==> src/rtl/ctx_pkg.sv <==
package ctx_pkg;
  localparam int unsigned BANK_CNT = 2;

  typedef logic bank_t;

  function automatic bank_t peer_bank(bank_t b);
    return ~b;
  endfunction
endpackage

==> src/rtl/ctx_bank.sv <==
// One context bank: single write port, registered read port (read-first).
module ctx_bank #(
  parameter int unsigned DATA_W = 32,
  parameter int unsigned ADDR_W = 4
) (
  input  logic              clk,
  input  logic              we,
  input  logic [ADDR_W-1:0] waddr,
  input  logic [DATA_W-1:0] wdata,
  input  logic [ADDR_W-1:0] raddr,
  output logic [DATA_W-1:0] rdata
);
  localparam int unsigned DEPTH = 1 << ADDR_W;

  logic [DATA_W-1:0] mem [DEPTH];

  always_ff @(posedge clk) begin
    if (we) begin
      mem[waddr] <= wdata;
    end
    rdata <= mem[raddr];
  end
endmodule

==> src/rtl/ctx_role_ctrl.sv <==
// Tracks which bank is active, whether the shadow is staged, and swaps roles.
module ctx_role_ctrl (
  input  logic          clk,
  input  logic          rst,
  input  logic          ld_done,
  input  logic          eng_done,
  output ctx_pkg::bank_t act_sel,
  output logic          shd_full,
  output logic          ctx_valid,
  output logic          overrun
);
  logic ld_take;
  logic ready_now;
  logic swap;

  always_comb begin
    ld_take   = ld_done && !shd_full;
    ready_now = shd_full || ld_take;
    swap      = ready_now && (!ctx_valid || eng_done);
  end

  always_ff @(posedge clk) begin
    if (rst) begin
      act_sel   <= 1'b1;
      shd_full  <= 1'b0;
      ctx_valid <= 1'b0;
      overrun   <= 1'b0;
    end else begin
      overrun <= ld_done && shd_full;
      if (swap) begin
        act_sel   <= ctx_pkg::peer_bank(act_sel);
        ctx_valid <= 1'b1;
        shd_full  <= 1'b0;
      end else begin
        shd_full <= ready_now;
        if (eng_done) begin
          ctx_valid <= 1'b0;
        end
      end
    end
  end

  AST_SWAP_ON_DONE: assert property (@(posedge clk) disable iff (rst)
    (ctx_valid && eng_done && shd_full) |=> (act_sel != $past(act_sel)) && ctx_valid && !shd_full);

  AST_SWAP_ON_LOAD: assert property (@(posedge clk) disable iff (rst)
    (!ctx_valid && ld_done && !shd_full) |=> (act_sel != $past(act_sel)) && ctx_valid);

  AST_STALL_WAIT: assert property (@(posedge clk) disable iff (rst)
    (ctx_valid && eng_done && !shd_full && !ld_done) |=> !ctx_valid && $stable(act_sel));

  AST_HOLD_BUSY: assert property (@(posedge clk) disable iff (rst)
    (ctx_valid && !eng_done) |=> $stable(act_sel) && ctx_valid);

  AST_OVERRUN_SET: assert property (@(posedge clk) disable iff (rst)
    (ld_done && shd_full) |=> overrun);

  AST_OVERRUN_QUIET: assert property (@(posedge clk) disable iff (rst)
    !(ld_done && shd_full) |=> !overrun);
endmodule

==> src/rtl/ctx_wr_steer.sv <==
// Routes loader writes to the shadow bank and engine writes to the active bank.
module ctx_wr_steer #(
  parameter int unsigned DATA_W = 32,
  parameter int unsigned ADDR_W = 4
) (
  input  ctx_pkg::bank_t    act_sel,
  input  logic              shd_full,
  input  logic              ld_we,
  input  logic [ADDR_W-1:0] ld_addr,
  input  logic [DATA_W-1:0] ld_wdata,
  input  logic              eng_we,
  input  logic [ADDR_W-1:0] eng_addr,
  input  logic [DATA_W-1:0] eng_wdata,
  output logic              bank_we    [ctx_pkg::BANK_CNT],
  output logic [ADDR_W-1:0] bank_waddr [ctx_pkg::BANK_CNT],
  output logic [DATA_W-1:0] bank_wdata [ctx_pkg::BANK_CNT]
);
  for (genvar g = 0; g < ctx_pkg::BANK_CNT; g++) begin : g_route
    localparam ctx_pkg::bank_t MY_ID = (g == 1) ? 1'b1 : 1'b0;
    logic ld_hit;
    logic eng_hit;

    always_comb begin
      ld_hit  = ld_we && !shd_full && (ctx_pkg::peer_bank(act_sel) == MY_ID);
      eng_hit = eng_we && (act_sel == MY_ID);
      bank_we[g]    = ld_hit || eng_hit;
      bank_waddr[g] = eng_hit ? eng_addr  : ld_addr;
      bank_wdata[g] = eng_hit ? eng_wdata : ld_wdata;
    end
  end
endmodule

==> src/rtl/ctx_pingpong.sv <==
module ctx_pingpong #(
  parameter int unsigned DATA_W = 32,
  parameter int unsigned ADDR_W = 4
) (
  input  logic              clk,
  input  logic              rst,
  input  logic              ld_we,
  input  logic [ADDR_W-1:0] ld_addr,
  input  logic [DATA_W-1:0] ld_wdata,
  input  logic              ld_done,
  input  logic              eng_we,
  input  logic [ADDR_W-1:0] eng_addr,
  input  logic [DATA_W-1:0] eng_wdata,
  input  logic              eng_done,
  output logic [DATA_W-1:0] eng_rdata,
  output logic              act_bank,
  output logic              shd_ready,
  output logic              ctx_valid,
  output logic              ld_overrun
);
  localparam int unsigned NB = ctx_pkg::BANK_CNT;

  ctx_pkg::bank_t    act_sel;
  ctx_pkg::bank_t    rd_sel_q;
  logic              shd_full;
  logic              bank_we    [NB];
  logic [ADDR_W-1:0] bank_waddr [NB];
  logic [DATA_W-1:0] bank_wdata [NB];
  logic [DATA_W-1:0] bank_rdata [NB];

  ctx_role_ctrl u_ctrl (
    .clk       (clk),
    .rst       (rst),
    .ld_done   (ld_done),
    .eng_done  (eng_done),
    .act_sel   (act_sel),
    .shd_full  (shd_full),
    .ctx_valid (ctx_valid),
    .overrun   (ld_overrun)
  );

  ctx_wr_steer #(.DATA_W(DATA_W), .ADDR_W(ADDR_W)) u_steer (
    .act_sel    (act_sel),
    .shd_full   (shd_full),
    .ld_we      (ld_we),
    .ld_addr    (ld_addr),
    .ld_wdata   (ld_wdata),
    .eng_we     (eng_we),
    .eng_addr   (eng_addr),
    .eng_wdata  (eng_wdata),
    .bank_we    (bank_we),
    .bank_waddr (bank_waddr),
    .bank_wdata (bank_wdata)
  );

  for (genvar g = 0; g < NB; g++) begin : g_bank
    ctx_bank #(.DATA_W(DATA_W), .ADDR_W(ADDR_W)) u_bank (
      .clk   (clk),
      .we    (bank_we[g]),
      .waddr (bank_waddr[g]),
      .wdata (bank_wdata[g]),
      .raddr (eng_addr),
      .rdata (bank_rdata[g])
    );
  end

  // The read returns data from the bank that was active when the address was presented.
  always_ff @(posedge clk) begin
    if (rst) begin
      rd_sel_q <= 1'b1;
    end else begin
      rd_sel_q <= act_sel;
    end
  end

  always_comb begin
    eng_rdata = bank_rdata[rd_sel_q];
    act_bank  = act_sel;
    shd_ready = shd_full;
  end

  AST_LOAD_LOCKED: assert property (@(posedge clk) disable iff (rst)
    (shd_full && !eng_we) |-> !bank_we[0] && !bank_we[1]);
endmodule

==> config.mk <==
export PLATFORM = sky130hd
export DESIGN_NAME = ctx_pingpong
export DESIGN_NICKNAME = d
export VERILOG_FILES = /design/src/rtl/ctx_pkg.sv /design/src/rtl/ctx_bank.sv /design/src/rtl/ctx_role_ctrl.sv /design/src/rtl/ctx_wr_steer.sv /design/src/rtl/ctx_pingpong.sv
export SDC_FILE = /design/constraint.sdc
export NUM_CORES = 1
export LEC_CHECK = 0
export BUFFER_PORTS_ARGS = -buffer_cell sky130_fd_sc_hd__clkbuf_2
export CAP_MARGIN = 20
export CORE_MARGIN = 5
export CORE_UTILIZATION = 25
export DETAILED_ROUTE_END_ITERATION = 10
export HOLD_SLACK_MARGIN = 0.02
export PLACE_DENSITY = 0.5
export REMOVE_ABC_BUFFERS = 1
export SYNTH_ARGS = -nofsm -noshare
export SYNTH_HDL_FRONTEND = slang
export SYNTH_SLANG_ARGS = --single-unit
==> constraint.sdc <==
create_clock -name clk -period 5.71 [get_ports clk]
set_clock_uncertainty 0.1 [all_clocks]
set_input_delay 0.571 -clock clk [delete_from_list [all_inputs] [get_ports clk]]
set_output_delay 0.571 -clock clk [all_outputs]
set_load 0.02 [all_outputs]
==> results by group <==
STA
  • Final max-slew violation count: 0
  • # setup viols final: 0
  • RSZ-0062 raised after global routing: no
  • Final worst slack: 1.818 ns
  • Rel. slew slack: 32.06%
  • Fin. Hold Viols: 0
  • Fin crit period: 3.892 ns
  • Fin Setup TNS: 0 ns
  • Max Fclk: 256.9 MHz
  • Worst-margin pin slew: 1.014 ns
  • Final Cycle Share: 68.16%

Worst setup path
  • CP Class: register to register
  • R2r endpoint: g_bank[1].u_bank.mem[8][31]$_DFFE_PP_
  • Worst Path Max Fanout: 36
  • Reg2reg setup slack: 1.82 ns
  • Worst Setup SP: u_ctrl.act_sel$_SDFFE_PP1P_
  • Type of origin of the critical path: register
  • Required @ worst endpoint: 5.95 ns
  • Worst EP arrival: 4.13 ns
  • Register-to-Register Path Depth: 4
  • Worst r2r src: u_ctrl.act_sel$_SDFFE_PP1P_
  • Critical Path End Type: register

Clock tree
  • CTS tree: built
  • CTS H-tree depth: 3
  • Clk slew on worst S/H paths: 0.07 ns
  • Post-CTS sizing: 0
  • Max clock buf depth: 3
  • Clk sink count: 1,093
  • Later-pin clock latency in the skew report: 0.66 ns
  • Root Buffer Master: clkbuf_16
  • CTS buffer count: 105

Floorplan
  • Die W: 415.8 um
  • Initial core utilization: 25.04%
  • Die area: 172,900 um2
  • FP Rows: 149
  • Chip Height: 415.8 um
  • Area of the core: 164,400 um2
  • IO Count: 114

Routing
  • WL/cell: 23.65 um
  • Routed Antenna Nets: 0
  • Pre-Repair DR Iteration Count: 5
  • Drt initial violations: 1,499
  • Final wirelength: 102,900 um
  • Drt via density: 4.406
  • Total number of vias: 19,170
  • DRC: 0

Status
  • Outcome: complete, no violations

Worst hold path
  • Worst hold start: eng_done
  • Worst hold path class: input pin to register
  • Hold depth: 3
  • Worst min-delay path endpoint: u_ctrl.shd_full$_SDFF_PP0_

Global route
  • GR Layer Usage met1: 14.03%
  • GR Util met2: 21.66%
  • Largest net degree at the start of global routing: 95
  • First-pass GRT wire length: 147,800 um
  • GRT Max-Usage Layer: met2
  • GR Overflow Total: 0
  • Vias in the first global route: 20,540
  • Antenna violations before repair: 3
  • GRT Total Usage: 11.61%
  • Met3 GRT Util: 1.211%

Pwr
  • Total Power: 17,350 uW
  • Switch Pwr: 3760 uW
  • Sw Share: 21.67%
  • Clock share of power: 41.0%
  • Register share of total power: 52.6%
  • Static leakage: 0.01501 uW
  • Combinational Power Share: 6.5%
  • PwrDens: 359.4 nW/um2
  • Maximum VDD drop: 0.2026 mV
  • Int Power: 13,590 uW

Final layout
  • Total Nets Final: 2,144
  • Share of cells above drive strength 1: 30.11%
  • Fin util: 29.37%
  • Layout Area Growth over Synthesis: 17.27%
  • Commonest non-fill, non-tap cell in the layout: edfxtp_1
  • Final Non-Filler Cells: 4,351
  • Commonest non-fill, non-tap cells in the layout: edfxtp_1, mux4_2, o22ai_1

Place
  • Inst Count DP: 4,143
  • GPL Wtd Cong: 0.7905
  • HPWL Detailed: 63,660 um
  • Post-place setup slack: 1.802 ns
  • IO buf count: 113

Yosys
  • Sequential cell area fraction in the yosys report: 78.03%
  • Synthesized area: 41,180 um2
  • #FFs+latches synth: 1,093
  • Syn_area_per_cell: 21.63 um2
  • Yosys synthesis warning count: 0
  • Cells after synthesis: 1,904
  • Netlist cell types: 38

Job
  • MaxCap Viol Count: 0
==> sequential cells by signal (all words and copies together) (netlist names) <==
name	flops
u_ctrl.overrun	1
u_ctrl.shd_full	1
u_ctrl.act_sel	1
g_bank.u_bank.rdata	64
rd_sel_q	1
u_ctrl.ctx_valid	1
g_bank.u_bank.mem	1024
==> synth_stat cells (all sizes together) <==
cell,count,area (um2)
edfxtp,1024,30750
mux4,256,5766
o22ai,123,769.5
nand2,100,375.4
nor2,83,311.6
buf,71,456.7
dfxtp,69,1381
mux2,65,732.0
clkbuf,36,135.1
nor3,17,85.08
nor2b,8,50.05
a31oi,7,43.79
nand2b,5,31.28
nand3,5,25.02
a21oi,4,20.02
a22oi,4,30.03
mux2i,4,40.04
or2,3,18.77
and3b,2,17.52
and4,2,17.52
and4b,2,20.02
inv,2,7.510
nor4bb,2,20.02
a211oi,1,7.510
a2bb2oi,1,8.760
a32oi,1,8.760
and2,1,6.260
and3,1,6.260
nand4b,1,8.760
nor3b,1,7.510
o21ai,1,5.000
o31a,1,8.760
or3,1,6.260
==> critical path: stages, from the launching register on <==
cell     delay (ns)
dfxtp_1        0.83
and2_2         0.95
a21oi_1        0.48
nor2_4         0.82
buf_4          0.38
==> layout make-up <==
cell class / count / area, um2
clock buffer: 150 / 2969
inverter: 2 / 7.507
multi-input combinational: 702 / 8678
fill: 15930 / 116100
clock inverter: 50 / 601.8
tap: 2189 / 2739
sequential: 1093 / 32130
timing repair buffer: 162 / 1152
antenna: 3 / 7.507
==> logic make-up after synthesis <==
group           count (synthesis)  synth area share (%)
simple gates                  234                 2.446
mux                           325                 15.88
flops                        1093                 78.03
buf+inv                       109                 1.455
compound gates                143                 2.191
==> power groups by stage <==
stage | combinational, uW | clock (uW) | sequential [uW]
floorplan | 584 | 0 | 9250
global placement | 1120 | 0 | 9290
detailed placement | 1160 | 0 | 9300
CTS | 1160 | 7280 | 9130
global route | 1210 | 7600 | 9130
finish | 1120 | 7110 | 9120
==> layer usage <==
layer | wire, um | up-vias
met5 | 0 | -
met1 | 40800 | 10360
met3 | 3181 | 135
met4 | 2680 | 0
met2 | 56240 | 404
li1 | - | 8270
==> what timing repair did <==
action                                 in CTS  in global routing
setup endpoints to repair                   0                  0
hold buffers                                2                  0
endpoints found under the hold margin       5                  0
setup buffers                               0                  0
==> stage by stage <==
stage | hold WS [ns] | instance area, um2
after floorplan | 0.4582 | 40590
after global placement | 0.3702 | 44470
after detailed placement | 0.4202 | 44610
after CTS | 0.09527 | 48210
after global routing | 0.1235 | 48280
final | 0.1535 | 48290
==> worst max-delay path by stage <==
stage | end | slack [ns] | cells past startpoint
floorplan | g_bank[0].u_bank.mem[12][0]$_DFFE_PP_ | 0.84 | 3
CTS | g_bank[1].u_bank.mem[8][31]$_DFFE_PP_ | 1.79 | 4
finish | g_bank[1].u_bank.mem[8][31]$_DFFE_PP_ | 1.82 | 4
global placement | g_bank[1].u_bank.mem[4][0]$_DFFE_PP_ | 1.89 | 3
detailed placement | g_bank[1].u_bank.mem[8][16]$_DFFE_PP_ | 1.80 | 4
global route | g_bank[1].u_bank.mem[8][31]$_DFFE_PP_ | 1.67 | 4
No activity file was read; power rests on OpenSTA's default activity.
